[src/rtl/wp_pkg.sv]
package wp_pkg;

   typedef enum logic {
      WP_FIRST  = 1'b0,
      WP_SECOND = 1'b1
   } wp_state_e;

   localparam int WP_VICTIM_ROTATE     = 0;
   localparam int WP_VICTIM_AFTER_PRED = 1;

endpackage

[src/rtl/wp_tag_store.sv]
module wp_tag_store #(
   parameter int SETS  = 4,
   parameter int WAYS  = 4,
   parameter int TAG_W = 8,
   parameter int IDX_W = $clog2(SETS),
   parameter int WAY_W = $clog2(WAYS)
) (
   input  logic                           clk,
   input  logic                           rst_n,
   input  logic [IDX_W-1:0]               rd_set,
   output logic [WAYS-1:0][TAG_W-1:0]     rd_tags,
   output logic [WAYS-1:0]                rd_valid,
   input  logic                           wr_en,
   input  logic [IDX_W-1:0]               wr_set,
   input  logic [WAY_W-1:0]               wr_way,
   input  logic [TAG_W-1:0]               wr_tag
);

   logic [SETS-1:0][WAYS-1:0][TAG_W-1:0] tag_q;
   logic [SETS-1:0][WAYS-1:0]            val_q;

   for (genvar s = 0; s < SETS; s++) begin : g_set
      for (genvar w = 0; w < WAYS; w++) begin : g_way
         logic hit_wr;
         assign hit_wr = wr_en && (wr_set == IDX_W'(s)) && (wr_way == WAY_W'(w));
         always_ff @(posedge clk) begin
            if (!rst_n) begin
               tag_q[s][w] <= '0;
               val_q[s][w] <= 1'b0;
            end else if (hit_wr) begin
               tag_q[s][w] <= wr_tag;
               val_q[s][w] <= 1'b1;
            end
         end
      end
   end

   assign rd_tags  = tag_q[rd_set];
   assign rd_valid = val_q[rd_set];

   AST_FILL_SETS_VALID: assert property (@(posedge clk) disable iff (!rst_n)
      wr_en && (rd_set == wr_set) |=> rd_valid != '0 || rd_set != $past(wr_set)) else $error("fill lost");

endmodule

[src/rtl/wp_pred_table.sv]
module wp_pred_table #(
   parameter int SETS  = 4,
   parameter int WAYS  = 4,
   parameter int IDX_W = $clog2(SETS),
   parameter int WAY_W = $clog2(WAYS)
) (
   input  logic             clk,
   input  logic             rst_n,
   input  logic [IDX_W-1:0] rd_set,
   output logic [WAY_W-1:0] rd_way,
   input  logic             wr_en,
   input  logic [IDX_W-1:0] wr_set,
   input  logic [WAY_W-1:0] wr_way
);

   logic [SETS-1:0][WAY_W-1:0] guess_q;

   for (genvar s = 0; s < SETS; s++) begin : g_set
      always_ff @(posedge clk) begin
         if (!rst_n)
            guess_q[s] <= '0;
         else if (wr_en && (wr_set == IDX_W'(s)))
            guess_q[s] <= wr_way;
      end
   end

   assign rd_way = guess_q[rd_set];

   AST_GUESS_WRITTEN: assert property (@(posedge clk) disable iff (!rst_n)
      wr_en |=> guess_q[$past(wr_set)] == $past(wr_way)) else $error("guess not stored");

endmodule

[src/rtl/wp_victim.sv]
module wp_victim #(
   parameter int WAYS  = 4,
   parameter int MODE  = 0,
   parameter int WAY_W = $clog2(WAYS)
) (
   input  logic             clk,
   input  logic             rst_n,
   input  logic [WAYS-1:0]  valid,
   input  logic [WAY_W-1:0] pred_way,
   input  logic             take,
   output logic [WAY_W-1:0] victim
);

   logic             full;
   logic [WAY_W-1:0] first_free;
   logic [WAY_W-1:0] fallback;

   assign full = &valid;

   always_comb begin
      first_free = '0;
      for (int i = WAYS - 1; i >= 0; i--) begin
         if (!valid[i]) first_free = WAY_W'(i);
      end
   end

   if (MODE == 0) begin : g_rotate
      logic [WAY_W-1:0] ptr_q;
      always_ff @(posedge clk) begin
         if (!rst_n)
            ptr_q <= '0;
         else if (take && full)
            ptr_q <= ptr_q + 1'b1;
      end
      assign fallback = ptr_q;
   end else begin : g_after_pred
      assign fallback = pred_way + 1'b1;
   end

   assign victim = full ? fallback : first_free;

   AST_VICTIM_IS_FREE: assert property (@(posedge clk) disable iff (!rst_n)
      take && !full |-> !valid[victim]) else $error("victim valid");

endmodule

[src/rtl/wp_lookup.sv]
module wp_lookup
   import wp_pkg::*;
#(
   parameter int ADDR_W      = 12,
   parameter int OFFSET_W    = 2,
   parameter int SETS        = 4,
   parameter int WAYS        = 4,
   parameter int VICTIM_MODE = WP_VICTIM_ROTATE
) (
   input  logic                       clk,
   input  logic                       rst_n,
   input  logic                       req_valid,
   input  logic [ADDR_W-1:0]          req_addr,
   output logic                       req_ready,
   output logic                       busy,
   output logic [$clog2(WAYS)-1:0]    data_sel,
   output logic                       rsp_valid,
   output logic                       rsp_hit,
   output logic                       rsp_miss,
   output logic [$clog2(WAYS)-1:0]    rsp_way,
   output logic                       rsp_slow
);

   localparam int IDX_W = $clog2(SETS);
   localparam int WAY_W = $clog2(WAYS);
   localparam int TAG_W = ADDR_W - OFFSET_W - IDX_W;

   if (WAYS < 2 || (WAYS & (WAYS - 1)) != 0) begin : g_bad_ways
      $error("WAYS must be a power of two, at least 2");
   end
   if (SETS < 2 || (SETS & (SETS - 1)) != 0) begin : g_bad_sets
      $error("SETS must be a power of two, at least 2");
   end
   if (TAG_W < 1) begin : g_bad_addr
      $error("ADDR_W leaves no tag bits");
   end
   if (VICTIM_MODE != WP_VICTIM_ROTATE && VICTIM_MODE != WP_VICTIM_AFTER_PRED) begin : g_bad_mode
      $error("unknown VICTIM_MODE");
   end

   wp_state_e              state_q;
   logic [IDX_W-1:0]       held_set;
   logic [TAG_W-1:0]       held_tag;
   logic [WAY_W-1:0]       held_pred;

   logic [IDX_W-1:0]       req_set;
   logic [TAG_W-1:0]       req_tag;
   logic                   in_second;
   logic [IDX_W-1:0]       rd_set;
   logic [WAY_W-1:0]       pred_way;
   logic [WAYS-1:0][TAG_W-1:0] st_tags;
   logic [WAYS-1:0]        st_valid;
   logic                   accept;
   logic [TAG_W-1:0]       pred_tag;
   logic                   fast_hit;
   logic [WAYS-1:0]        other_match;
   logic                   hit2;
   logic [WAY_W-1:0]       hit_way;
   logic [WAY_W-1:0]       victim_way;
   logic [WAY_W-1:0]       fill_way;
   logic                   do_fill;

   assign req_set   = req_addr[OFFSET_W +: IDX_W];
   assign req_tag   = req_addr[ADDR_W-1 -: TAG_W];
   assign in_second = (state_q == WP_SECOND);
   assign rd_set    = in_second ? held_set : req_set;
   assign accept    = req_valid && !in_second;

   wp_tag_store #(.SETS(SETS), .WAYS(WAYS), .TAG_W(TAG_W)) u_tags (
      .clk      (clk),
      .rst_n    (rst_n),
      .rd_set   (rd_set),
      .rd_tags  (st_tags),
      .rd_valid (st_valid),
      .wr_en    (do_fill),
      .wr_set   (held_set),
      .wr_way   (victim_way),
      .wr_tag   (held_tag)
   );

   wp_pred_table #(.SETS(SETS), .WAYS(WAYS)) u_pred (
      .clk    (clk),
      .rst_n  (rst_n),
      .rd_set (rd_set),
      .rd_way (pred_way),
      .wr_en  (in_second),
      .wr_set (held_set),
      .wr_way (fill_way)
   );

   wp_victim #(.WAYS(WAYS), .MODE(VICTIM_MODE)) u_victim (
      .clk      (clk),
      .rst_n    (rst_n),
      .valid    (st_valid),
      .pred_way (held_pred),
      .take     (do_fill),
      .victim   (victim_way)
   );

   // first cycle: one tag, the guessed way only
   assign pred_tag = st_tags[pred_way];
   assign fast_hit = st_valid[pred_way] && (pred_tag == req_tag);

   // second cycle: the remaining ways in parallel
   for (genvar w = 0; w < WAYS; w++) begin : g_cmp
      assign other_match[w] = st_valid[w] && (st_tags[w] == held_tag) &&
                              (held_pred != WAY_W'(w));
   end

   assign hit2 = |other_match;

   always_comb begin
      hit_way = '0;
      for (int i = WAYS - 1; i >= 0; i--) begin
         if (other_match[i]) hit_way = WAY_W'(i);
      end
   end

   assign do_fill  = in_second && !hit2;
   assign fill_way = hit2 ? hit_way : victim_way;
   assign data_sel = in_second ? fill_way : pred_way;
   assign busy      = in_second;
   assign req_ready = !in_second;

   always_ff @(posedge clk) begin
      if (!rst_n) begin
         state_q   <= WP_FIRST;
         held_set  <= '0;
         held_tag  <= '0;
         held_pred <= '0;
         rsp_valid <= 1'b0;
         rsp_hit   <= 1'b0;
         rsp_miss  <= 1'b0;
         rsp_way   <= '0;
         rsp_slow  <= 1'b0;
      end else begin
         rsp_valid <= 1'b0;
         rsp_hit   <= 1'b0;
         rsp_miss  <= 1'b0;
         case (state_q)
            WP_FIRST: begin
               if (accept) begin
                  if (fast_hit) begin
                     rsp_valid <= 1'b1;
                     rsp_hit   <= 1'b1;
                     rsp_way   <= pred_way;
                     rsp_slow  <= 1'b0;
                  end else begin
                     state_q   <= WP_SECOND;
                     held_set  <= req_set;
                     held_tag  <= req_tag;
                     held_pred <= pred_way;
                  end
               end
            end
            WP_SECOND: begin
               rsp_valid <= 1'b1;
               rsp_hit   <= hit2;
               rsp_miss  <= !hit2;
               rsp_way   <= fill_way;
               rsp_slow  <= 1'b1;
               state_q   <= WP_FIRST;
            end
            default: state_q <= WP_FIRST;
         endcase
      end
   end

   AST_BUSY_ONE_CYCLE: assert property (@(posedge clk) disable iff (!rst_n)
      busy |=> !busy) else $error("busy too long");
   AST_SLOW_RESULT: assert property (@(posedge clk) disable iff (!rst_n)
      busy |=> rsp_valid && rsp_slow) else $error("no slow result");
   AST_ACCEPT_PROGRESS: assert property (@(posedge clk) disable iff (!rst_n)
      req_valid && req_ready |=> rsp_valid ^ busy) else $error("accept lost");
   AST_FAST_NO_BUSY: assert property (@(posedge clk) disable iff (!rst_n)
      rsp_valid && !rsp_slow |-> !$past(busy)) else $error("fast after busy");
   AST_MISS_IS_SLOW: assert property (@(posedge clk) disable iff (!rst_n)
      rsp_valid && rsp_miss |-> rsp_slow) else $error("fast miss");
   AST_HIT_XOR_MISS: assert property (@(posedge clk) disable iff (!rst_n)
      rsp_valid |-> rsp_hit ^ rsp_miss) else $error("hit and miss");
   AST_QUIET_FLAGS: assert property (@(posedge clk) disable iff (!rst_n)
      !rsp_valid |-> !rsp_hit && !rsp_miss) else $error("stray flag");

endmodule

[config.mk]
export PLATFORM = sky130hd
export DESIGN_NAME = wp_lookup
export DESIGN_NICKNAME = d
export VERILOG_FILES = /design/src/rtl/wp_pkg.sv /design/src/rtl/wp_tag_store.sv /design/src/rtl/wp_pred_table.sv /design/src/rtl/wp_victim.sv /design/src/rtl/wp_lookup.sv
export SDC_FILE = /design/constraint.sdc
export NUM_CORES = 1
export LEC_CHECK = 0
export BUFFER_PORTS_ARGS = -buffer_cell sky130_fd_sc_hd__buf_2
export CORE_MARGIN = 8
export CORE_UTILIZATION = 50
export DETAILED_ROUTE_END_ITERATION = 7
export GPL_TIMING_DRIVEN = 0
export PLACE_DENSITY = 0.64
export SLEW_MARGIN = 20
export SYNTH_ARGS = -nofsm -noshare
export SYNTH_HDL_FRONTEND = slang
export SYNTH_SLANG_ARGS = --single-unit
[constraint.sdc]
create_clock -name clk -period 6.1 [get_ports clk]
set_input_delay 0.305 -clock clk [delete_from_list [all_inputs] [get_ports clk]]
set_output_delay 0.305 -clock clk [all_outputs]
set_load 0.005 [all_outputs]
==> impl_results.md, run 1 <==
- Drt first-iter violations: 630
- Sum Neg Setup Slack: 0 ns
- Run status: finished, final reports clean
- Final Hold Violating Endpoints: 0
- Clock Tree Buf Depth: 2
- Library cell with the largest summed area after synthesis: dfxtp_1
- Nets: 962
- Via count of the first global-routing pass: 6830
- Finish-stage setup viols: 0
- Total routing resource utilization after global routing: 0.258
- Maximum number of pins on one net before global-route repair: 18
- Horiz. Die Dim: 148 um
- Cts repair resizes: 0
- CTS clk-pin slew, worst paths: 0.07 ns
- Share of the cycle needed by the critical path after routing: 0.845
- Worst-case headroom to the max-slew limit: 0.228
- Leakage Power: 0.00351 uW
- Diodes inserted: 0
- Post-detailed-route DRC marker count: 0
- Peak clock frequency supported by timing: 0.194 GHz
- Share of final-layout standard cells stronger than drive strength 1: 0.117
- Number of antenna violations at the first check in global routing: 0
- Post-synth net total: 923
- Peak supply drop: 191 uV
- Metal3 WL: 1920 um
- Routed vias: 7010
- Power density cells: 258 mW/mm^2
- Number of levels the H-tree was split into: 4
- Share of the synthesized area in the top cell type: 0.399
- Clock tree sinks: 173
- Count of flip-flops with a built-in enable after synthesis: 0
- Synth Area per Inst: 9.55 um^2
- Post-Route M1 WL: 12500 um
- Wire length of the first global-routing pass: 42300 um
- Endpoint class of the critical path: output port
- Gate Count Post-Synth: 908
- Buffers on Ports: 20
- Uppermost layer routed: met4
- Count of pins on the block boundary: 25
- Main area contributors after synthesis: dfxtp_1, mux2i_1, nand2_1
- Total of fill cells in the finished design: 1576
- DR pass1 iterations: 5
- Final Instance Count excl. Fillers: 1185
- Max Cap Violations: 0
- Metal2 WL: 12400 um
- Setup skew after layout: 0.00973 ns
- Cell depth of the worst min-delay path: 3
- Worst hold-check path type: primary input to flop
- Buffer cell driving the clock tree root: clkbuf_16
- Data required, critical path: 5.79 ns
- Type of origin of the critical path: flop
- Count of standard-cell rows: 48
- Transition time at the pin with the least slew margin: 1.13 ns
- Number of distinct library cell variants in the gate-level netlist after synthesis: 54
- Insertion delay of the later-clocked pin in the worst-skew pair: 0.44 ns
- Final wirelength: 27600 um
- Mapped cell area: 0.00867 mm^2
- Maximum fanout along the worst path: 10
- Cell Count Post-Placement: 1153
- Max-slew violation count: 0
- Core Region: 0.0171 mm^2
- DP HPWL: 19700 um
- Overflow after GRT: 0
- Post-route minimum period: 5.15 ns
- Proportion of synthesized chip area in sequential cells: 0.399
- Initial Utilization: 0.507
- Vias per cell: 5.92
- Per-cell routed wire length: 23.3 um
- Worst setup slack for register-to-register paths: 1.31 ns
- Remaining antenna violation count after routing: 0
- Clock buffers created by TritonCTS: 17
- Warnings from Yosys: 0
- Total of flip-flops plus latches after synthesis: 173
- Setup Buffers After CTS: 0
- Die Footprint: 0.0218 mm^2
- Layout Area Growth over Synthesis: 11.2%
- Flip-flop cell with the highest count after synthesis: dfxtp_1
- Data arrival time of the critical path: 4.85 ns
- RSZ-0062 raised after global routing: no
- TritonCTS clock tree: yes
- Weighted congestion at the end of routability-driven global placement: 0.982
- Die height: 148 um
- Hold buffers post-CTS: 0
- Crit Path Category: flop to output port
- Worst Reg-to-Reg Cells: 14
- FFs w/ async S/R, synth: 0
-- metal layers --
metal,up-vias,GRT usage
met2,277,0.408
met5,-,0
li1,3256,-
met1,3427,0.341
met4,0,0.101
met3,50,0.0511
-- Yosys cell counts (4+ instances only) --
master / count
mux4_2: 15
clkbuf_1: 41
nor4_1: 21
nor3_1: 6
xor2_1: 26
buf_2: 25
nor2b_1: 11
dfxtp_1: 173
nand2_1: 177
a21oi_1: 15
o21ai_0: 4
nor2_1: 33
o211ai_1: 5
xnor2_1: 13
buf_6: 4
buf_4: 7
o22ai_1: 8
o21a_1: 16
nand3_1: 17
inv_1: 11
a211oi_1: 6
nand4_1: 8
o22a_1: 4
mux2i_1: 211
and2_1: 5
-- final timing paths --
check,start,end
hold / removal,req_addr[10],held_tag[6]$_SDFFE_PN0P_
setup / recovery,busy$_SDFF_PP0_,data_sel[1]
setup reg to reg,busy$_SDFF_PP0_,u_tags.tag_q[2]$_SDFFE_PN0P_
hold reg to reg,u_tags.tag_q[125]$_SDFFE_PN0P_,u_tags.tag_q[125]$_SDFFE_PN0P_
-- registers in the layout (all words and copies together) (netlist names), 2 cells and up --
name,cells
held_pred,2
held_set,2
held_tag,8
rsp_way,2
u_tags.tag_q,128
u_tags.val_q,16
u_victim.fallback,2
u_pred.guess_q,8
-- worst max-delay path, stage by stage (launching register included) --
cell	delay [ns]
dfxtp_1	0.34
buf_6	0.13
mux2i_2	0.38
buf_4	0.34
buf_4	0.31
buf_4	0.31
mux2i_1	0.75
o21ai_1	0.21
nor4_1	0.30
nand4_1	0.43
and2_1	0.40
a31oi_1	0.28
inv_1	0.06
buf_2	0.13
-- cells by family after synthesis --
| kind of cell | Yosys count | share of synthesized area |
|---|---|---|
| AO/OA/AOI/OAI | 84 | 0.0696 |
| AND/OR/NAND/NOR | 290 | 0.147 |
| multiplexers | 233 | 0.296 |
| buffers and inverters | 89 | 0.0486 |
| flip-flops | 173 | 0.399 |
| XOR/XNOR | 39 | 0.0394 |
-- final cells by class --
class	instances	area [um^2]	share of cell area
timing repair buffer	20	100	0.0104
sequential	173	3460	0.359
clock buffer	18	439	0.0455
buffer	78	380	0.0394
clock inverter	14	154	0.0160
multi-input combinational	646	4780	0.496
tap	225	282	0.0292
inverter	11	41.3	0.00428
-- cells in the final DEF (no fill, tap or decap), drive strengths merged, types with 3 or more instances in the layout --
master,count
o211ai,5
nor2b,11
buf,57
inv,18
nand2b,3
mux2i,215
nor2,33
o21a,16
nand3,17
a31oi,3
dfxtp,173
clkinvlp,4
o32a,3
nor4,21
nand2,177
a211oi,6
o22a,4
nor3,6
o22ai,8
and2,5
a21oi,15
clkbuf,59
xor2,26
o31ai,3
nand4,8
xnor2,13
mux4,15
mux2,3
o21ai,6
-- power by group --
part | switching, uW | internal (uW)
Combinational | 166 | 82.0
Sequential | 3.94 | 1140
Clock | 510 | 591
-- through the flow --
step,utilization,setup WS [ns],hold WS (ns),cell area [um^2],power [uW]
floorplan,-,2.84,0.432,8670,1330
global placement,0.529,1.54,0.439,9050,1410
detailed placement,0.529,1.53,0.446,9050,1410
CTS,0.563,1.09,0.131,9640,2490
global route,0.563,0.926,0.159,9640,2560
finish,0.563,0.947,0.141,9640,2490
Note: power is estimated with default switching activity, not from simulation.
==> run 2, diff against run 1 <==
==> constraint.sdc (replaced) <==
create_clock -name clk -period 5 [get_ports clk]
set_input_delay 0.25 -clock clk [delete_from_list [all_inputs] [get_ports clk]]
set_output_delay 0.25 -clock clk [all_outputs]
set_load 0.005 [all_outputs]
==> run 2 against run 1 <==
  * Hold slack worse by 0.054 ns
  * Global-route usage stayed put
  * Utilization hardly changed
  * Cell count stayed put
  * Wire length is 0.42% lower
  * Worst setup slack worse by 0.77 ns
  * Critical path depth stayed put
  * Register-to-register slack worse by 0.84 ns
  * Critical path type unchanged
  * Highest routed layer unchanged
==> impl_results.md, run 2 (synthesis results as in run 1) <==
- Run status: finished, final reports clean (unchanged)
- Utilization of the core after routing: 0.564 (was 0.563)
- Data required, critical path: 4.75 ns (was 5.79 ns)
- Initial Utilization: 0.507 (unchanged)
- Worst-case headroom to the max-slew limit: 0.257 (was 0.228)
- Clock power frac: 0.441 (was 0.442)
- DR pass1 iterations: 5 (unchanged)
- Leakage Power: 0.00351 uW (about the same)
- CTS clk-pin slew, worst paths: 0.07 ns (about the same)
- Max Cap Violations: 0 (unchanged)
- Setup Buffers After CTS: 0 (unchanged)
- Type of origin of the critical path: flop (unchanged)
- Clock tree sinks: 173 (unchanged)
- Clock Tree Buf Depth: 2 (unchanged)
- Remaining antenna violation count after routing: 0 (unchanged)
- RSZ-0062 raised after global routing: no (unchanged)
- Post-route minimum period: 4.83 ns
- Worst hold-check path type: primary input to flop (unchanged)
- Net switching power: 824 uW (was 680 uW)
- Share of the cycle needed by the critical path after routing: 0.966
- Routed vias: 6995 (was 7010)
- Switching share of total power: 0.272 (was 0.273)
- Commonest cells after routing, fill and taps aside: mux2i_1, nand2_1, dfxtp_1 (unchanged)
- Die height: 148 um (unchanged)
- Per-cell routed wire length: 23.2 um (was 23.3 um)
- Post-detailed-route DRC marker count: 0 (unchanged)
- Endpoint class of the critical path: output port (unchanged)
- Final worst setup slack: 0.172 ns (was 0.947 ns)
- Wire length of the first global-routing pass: 42300 um (unchanged)
- Max-slew violation count: 0 (unchanged)
- Final Hold Violating Endpoints: 0 (unchanged)
- Transition time at the pin with the least slew margin: 1.08 ns (was 1.13 ns)
- Max FFs per register: 128 (unchanged)
- Count of standard-cell rows: 48 (unchanged)
- Core Region: 0.0171 mm^2 (unchanged)
- Nets: 962 (unchanged)
- Commonest non-fill, non-tap cell in the layout: mux2i_1 (unchanged)
- Die Footprint: 0.0218 mm^2 (unchanged)
- Setup skew after layout: 0.0107 ns (was 0.00973 ns)
- Place WS: 0.430 ns (was 1.53 ns)
- Count of pins on the block boundary: 25 (unchanged)
- Buffers on Ports: 20 (unchanged)
- Clock buffers created by TritonCTS: 17 (unchanged)
- Registers with the highest flip-flop counts: u_tags.tag_q x128, u_tags.val_q x16 (unchanged)
- Int Pwr: 2210 uW (was 1810 uW)
- Largest register by flop count: u_tags.tag_q (unchanged)
- Number of antenna violations at the first check in global routing: 0 (unchanged)
- Via count of the first global-routing pass: 6830 (unchanged)
- Finish-stage setup viols: 0 (unchanged)
- Vias per cell: 5.90 (was 5.92)
- Insertion delay of the later-clocked pin in the worst-skew pair: 0.44 ns (about the same)
- Reg power frac: 0.459 (about the same)
- Layout Area Growth over Synthesis: 11.3% (was 11.2%)
- Total power: 3030 uW (was 2490 uW)
- Final wirelength: 27500 um (was 27600 um)
- Sum Neg Setup Slack: 0 ns (unchanged)
- TritonCTS clock tree: yes (unchanged)
- Share of final-layout standard cells stronger than drive strength 1: 0.118 (was 0.117)
- Total routing resource utilization after global routing: 0.258 (unchanged)
- Diodes inserted: 0 (unchanged)
- Maximum fanout along the worst path: 10 (unchanged)
- Drt first-iter violations: 637 (was 630)
- Data arrival time of the critical path: 4.58 ns (was 4.85 ns)
- Buffer cell driving the clock tree root: clkbuf_16 (unchanged)
- Overflow after GRT: 0 (unchanged)
- Peak supply drop: 232 uV (was 191 uV)
- Maximum number of pins on one net before global-route repair: 18 (unchanged)
- Crit Path Category: flop to output port (unchanged)
- Power density cells: 314 mW/mm^2 (was 258 mW/mm^2)
- Horiz. Die Dim: 148 um (unchanged)
- DP HPWL: 19700 um (unchanged)
- Share of total power in combinational logic: 0.100 (about the same)
- Number of levels the H-tree was split into: 4 (unchanged)
- Weighted congestion at the end of routability-driven global placement: 0.982 (unchanged)
- Peak clock frequency supported by timing: 0.207 GHz
[run 2: cell counts in the layout (fill, tap and decap cells not counted)]
No cell type changed its count.
[run 2: critical path, stage by stage, from the launching register on]
cell and delay, ns:
dfxtp_1 0.34, buf_6 0.13, mux2i_2 0.38, buf_4 0.34, buf_4 0.31, buf_4 0.32, mux2i_2 0.55, o21ai_1 0.18
nor4_1 0.29, nand4_1 0.42, and2_1 0.39, a31oi_1 0.27, inv_1 0.06, buf_2 0.13
[run 2: cell type report]
class,instances,area (um^2)
fill,1575,7470
multi-input combinational,646,4790
sequential,173,3460
clock buffer,18,439
buffer,78,380
tap,225,282
clock inverter,14,154
timing repair buffer,20,100
inverter,11,41.3
[run 2: power groups by stage]
stage          combinational [uW]  clock, uW  sequential [uW]
2_1_floorplan                 197          0             1420
4_1_cts                       297       1350             1390
6_report                      303       1340             1390
3_5_place_dp                  296          0             1430
3_3_place_gp                  296          0             1430
5_1_grt                       321       1410             1390
[run 2: timing repair]
action,in CTS,in global routing
resized for setup,0,1
endpoints found under the setup margin,0,1
endpoints found under the hold margin,0,0
hold buffers,0,0
[run 2: stage by stage]
stage	hold WS [ns]	cell area (um^2)	instances
after CTS	0.0764	9640	1185
after global placement	0.439	9050	1153
after global routing	0.104	9650	1185
final	0.0871	9650	1185
after floorplan	0.393	8670	908
after detailed placement	0.446	9050	1153
[run 2: worst paths after layout]
| path | cells after the start | to | slack (ns) | startpoint |
|---|---|---|---|---|
| worst max-delay path | 13 | data_sel[1] | 0.17 | busy$_SDFF_PP0_ |
| worst min-delay path | 3 | held_tag[6]$_SDFFE_PN0P_ | 0.09 | req_addr[10] |
| worst max register to register | 14 | u_tags.tag_q[2]$_SDFFE_PN0P_ | 0.47 | busy$_SDFF_PP0_ |
| worst min register to register | 2 | u_tags.tag_q[125]$_SDFFE_PN0P_ | 0.45 | u_tags.tag_q[125]$_SDFFE_PN0P_ |
[run 2: per-layer routing]
metal	vias up	track usage	wire length, um
li1	3255	-	-
met1	3392	0.341	12300
met2	293	0.408	12300
met3	55	0.0511	2020
met4	0	0.101	835
met5	-	0	0
==> run 3, diff against run 2 <==
--- a/config.mk
+++ b/config.mk
@@ -10,7 +10,9 @@
 export CORE_UTILIZATION = 50
 export DETAILED_ROUTE_END_ITERATION = 7
 export GPL_TIMING_DRIVEN = 0
+export HOLD_SLACK_MARGIN = 0.1
 export PLACE_DENSITY = 0.64
+export REMOVE_ABC_BUFFERS = 1
 export SLEW_MARGIN = 20
 export SYNTH_ARGS = -nofsm -noshare
 export SYNTH_HDL_FRONTEND = slang
==> run 3 against run 2 <==
  * Clock skew is 0.0012 ns lower
  * Cell count is 3.5% lower
  * Clock-buffer cell count is 3 higher
  * Utilization is 0.36 points higher
  * Critical endpoint is now u_tags.tag_q[115]$_SDFFE_PN0P_
  * Via count is 4.0% lower
==> impl_results.md, run 3 (synthesis results as in run 1) <==
- Commonest cells after routing, fill and taps aside: mux2i_1, nand2_1, dfxtp_1 (unchanged)
- Commonest non-fill, non-tap cell in the layout: mux2i_1 (unchanged)
- Worst Reg-to-Reg Cells: 12 (was 14)
- Worst setup slack for register-to-register paths: 0.12 ns (was 0.47 ns)
- Layout Area Growth over Synthesis: 12.0% (was 11.3%)
- Crit path buffers/inverters: 3 (was 6)
- Count of standard-cell rows: 48 (unchanged)
- Count of pins on the block boundary: 25 (unchanged)
- Cell mode on critical path: mux2i_1 (was buf_4)
- Clock tree sinks: 173 (unchanged)
- Worst-case hold slack: 0.114 ns (was 0.0871 ns)
- Routed vias: 6715 (was 6995)
- Total routing resource utilization after global routing: 0.219 (was 0.258)
- RSZ-0062 raised after global routing: yes (was no)
- Run status: finished, final reports clean (unchanged)
- Met1 usage: 0.297 (was 0.341)
- Hold_sp: req_addr[5] (was req_addr[10])
- Via count of the first global-routing pass: 6477 (was 6830)
- Met2 capacity usage during global routing: 0.339 (was 0.408)
- Worst-case headroom to the max-slew limit: 0.303 (was 0.257)
- DR pass1 iterations: 6 (was 5)
- Clock buffers created by TritonCTS: 17 (unchanged)
- Type of origin of the critical path: flop (unchanged)
- Global-route met3 utilization: 0.0367 (was 0.0511)
- Peak clock frequency supported by timing: 0.205 GHz (was 0.207 GHz)
- Nets: 923 (was 962)
- Transition time at the pin with the least slew margin: 1.02 ns (was 1.08 ns)
- Post-detailed-route DRC marker count: 0 (unchanged)
- Peak supply drop: 410 uV (was 232 uV)
- Max-slew violation count: 0 (unchanged)
- Slowest-stage cell, CP: nor4_2 (was mux2i_2)
- Weighted congestion at the end of routability-driven global placement: 0.924 (was 0.982)
- Die Footprint: 0.0218 mm^2 (unchanged)
- Data arrival time of the critical path: 5.22 ns (was 4.58 ns)
- Maximum fanout along the worst path: 24 (was 10)
- Place WS: -0.722 ns (was 0.430 ns)
- DP HPWL: 16400 um (was 19700 um)
- Peak-usage layer in the global routing report: met2 (unchanged)
- Crit Path Category: flop to flop (was flop to output port)
- Per-cell routed wire length: 20.6 um (was 23.2 um)
- Remaining antenna violation count after routing: 0 (unchanged)
- Setup skew after layout: 0.00942 ns (was 0.0107 ns)
- Core Region: 0.0171 mm^2 (unchanged)
- Utilization of the core after routing: 0.567 (was 0.564)
- TritonCTS clock tree: yes (unchanged)
- Horiz. Die Dim: 148 um (unchanged)
- Number of levels the H-tree was split into: 4 (unchanged)
- Number of antenna violations at the first check in global routing: 0 (unchanged)
- Diodes inserted: 0 (unchanged)
- Total of fill cells in the finished design: 1550 (was 1575)
- Worst Hold Endpoint: held_tag[1]$_SDFFE_PN0P_ (was held_tag[6]$_SDFFE_PN0P_)
- Vias per cell: 5.87 (was 5.90)
- Post-route minimum period: 4.88 ns (was 4.83 ns)
- Setup Buffers After CTS: 0 (unchanged)
- Longest individual stage delay on the worst path: 0.78 ns (was 0.55 ns)
- Share of the cycle needed by the critical path after routing: 0.975 (was 0.966)
- Worst hold-check path type: primary input to flop (unchanged)
- Max Cap Violations: 0 (unchanged)
- Leakage Power: 0.00353 uW (was 0.00351 uW)
- Maximum number of pins on one net before global-route repair: 124 (was 18)
- CP delay by family, top: simple AND/OR/NAND/NOR gates (was buffers and inverters)
- Final wirelength: 23500 um (was 27500 um)
- Registers with the highest flip-flop counts: u_tags.tag_q x128, u_tags.val_q x16 (unchanged)
- Final worst setup slack: 0.124 ns (was 0.172 ns)
- Insertion delay of the later-clocked pin in the worst-skew pair: 0.43 ns (was 0.44 ns)
- Power density cells: 301 mW/mm^2 (was 314 mW/mm^2)
- Initial Utilization: 0.507 (unchanged)
- Ordered list of cells on the worst path: mux2i_4 -> buf_8 -> mux2i_1 -> mux2i_1 -> o21ai_1 -> nor4_1 -> nand4_1 -> nand4_1 -> nor4_2 -> buf_4 -> buf_2 -> mux2i_1 (was buf_6 -> mux2i_2 -> buf_4 -> buf_4 -> buf_4 -> mux2i_2 -> o21ai_1 -> nor4_1 -> nand4_1 -> and2_1 -> a31oi_1 -> inv_1 -> buf_2)
- Share of final-layout standard cells stronger than drive strength 1: 0.139 (was 0.118)
- Final Hold Violating Endpoints: 0 (unchanged)
- Wire length of the first global-routing pass: 36700 um (was 42300 um)
- Buffer cell driving the clock tree root: clkbuf_16 (unchanged)
- Data required, critical path: 5.34 ns (was 4.75 ns)
- Launch instance of the worst register-to-register path: busy$_SDFF_PP0_ (unchanged)
- Max FFs per register: 128 (unchanged)
- Clock Tree Buf Depth: 2 (unchanged)
- Cell depth of the worst min-delay path: 3 (unchanged)
- Drt first-iter violations: 705 (was 637)
- Endpoint class of the critical path: flop (was output port)
- Finish-stage setup viols: 0 (unchanged)
- Die height: 148 um (unchanged)
- CTS clk-pin slew, worst paths: 0.07 ns (about the same)
- Overflow after GRT: 0 (unchanged)
- Worst reg2reg endpoint: u_tags.tag_q[115]$_SDFFE_PN0P_ (was u_tags.tag_q[2]$_SDFFE_PN0P_)
- Buffers on Ports: 22 (was 20)
- Largest register by flop count: u_tags.tag_q (unchanged)
run 3: cell types whose count changed in the layout (fill, tap and decap cells not counted), sizes merged:
| cell | before | now |
|---|---|---|
| buf | 57 | 56 |
| bufinv | 1 | 0 |
| clkinv | 2 | 7 |
| nand4 | 8 | 9 |
| clkinvlp | 4 | 1 |
| inv | 18 | 12 |
| clkbuf | 59 | 21 |
| dlygate4sd3 | 0 | 2 |
run 3: where the power goes:
part           leakage (uW)  internal (uW)  switching, uW
Clock              0.000271            683            557
Sequential          0.00140           1390           23.3
Combinational       0.00186            106            163
Total               0.00353           2180            744
run 3: per-stage QoR:
| stage | cell area (um^2) | total power [uW] | cells | setup TNS [ns] |
|---|---|---|---|---|
| 2_1_floorplan | 8290 | 1590 | 830 | -132.91 |
| 3_5_place_dp | 9130 | 1710 | 1111 | -57.12 |
| 6_report | 9710 | 2920 | 1144 | 0 |
| 3_3_place_gp | 8680 | 1690 | 1077 | -648.28 |
| 4_1_cts | 9710 | 2940 | 1144 | 0 |
| 5_1_grt | 9710 | 3020 | 1144 | -1.09 |
run 3: worst max path at each step:
stage | cells past startpoint | to | slack [ns] | from
detailed placement | 10 | u_tags.tag_q[115]$_SDFFE_PN0P_ | -0.72 | busy$_SDFF_PP0_
global route | 11 | u_tags.tag_q[2]$_SDFFE_PN0P_ | -0.12 | busy$_SDFF_PP0_
finish | 12 | u_tags.tag_q[115]$_SDFFE_PN0P_ | 0.12 | busy$_SDFF_PP0_
floorplan | 8 | u_tags.tag_q[34]$_SDFFE_PN0P_ | -0.93 | busy$_SDFF_PP0_
global placement | 9 | u_tags.tag_q[127]$_SDFFE_PN0P_ | -4.52 | busy$_SDFF_PP0_
CTS | 12 | u_tags.tag_q[116]$_SDFFE_PN0P_ | 0.17 | busy$_SDFF_PP0_
run 3: per-layer routing:
| metal | vias up | part of all wire |
|---|---|---|
| li1 | 3173 | - |
| met1 | 3307 | 0.47 |
| met2 | 195 | 0.45 |
| met3 | 40 | 0.050 |
| met4 | 0 | 0.029 |
| met5 | - | 0 |
run 3: layout make-up:
type                            count  area, um^2  share of cell area
Clock buffer                       21         480              0.0495
Inverter                           11        41.3             0.00425
Sequential cell                   173        3460               0.357
Multi-Input combinational cell    647        4920               0.507
Tap cell                          225         282              0.0290
Clock inverter                      9        62.6             0.00644
Timing Repair Buffer               58         455              0.0469
run 3: timing repair:
action	in CTS	in global routing
hold buffers	2	0
endpoints found under the hold margin	2	0
pin swaps	1	1
resized for setup	2	0
endpoints found under the setup margin	155	25
gates cloned	1	0
run 3: tightest hold or removal path: cells and delay by family:
family                 cells  cell delay [ns]
buffers and inverters      1             0.13
and+or+nand+nor            1             0.06
muxes                      1             0.06
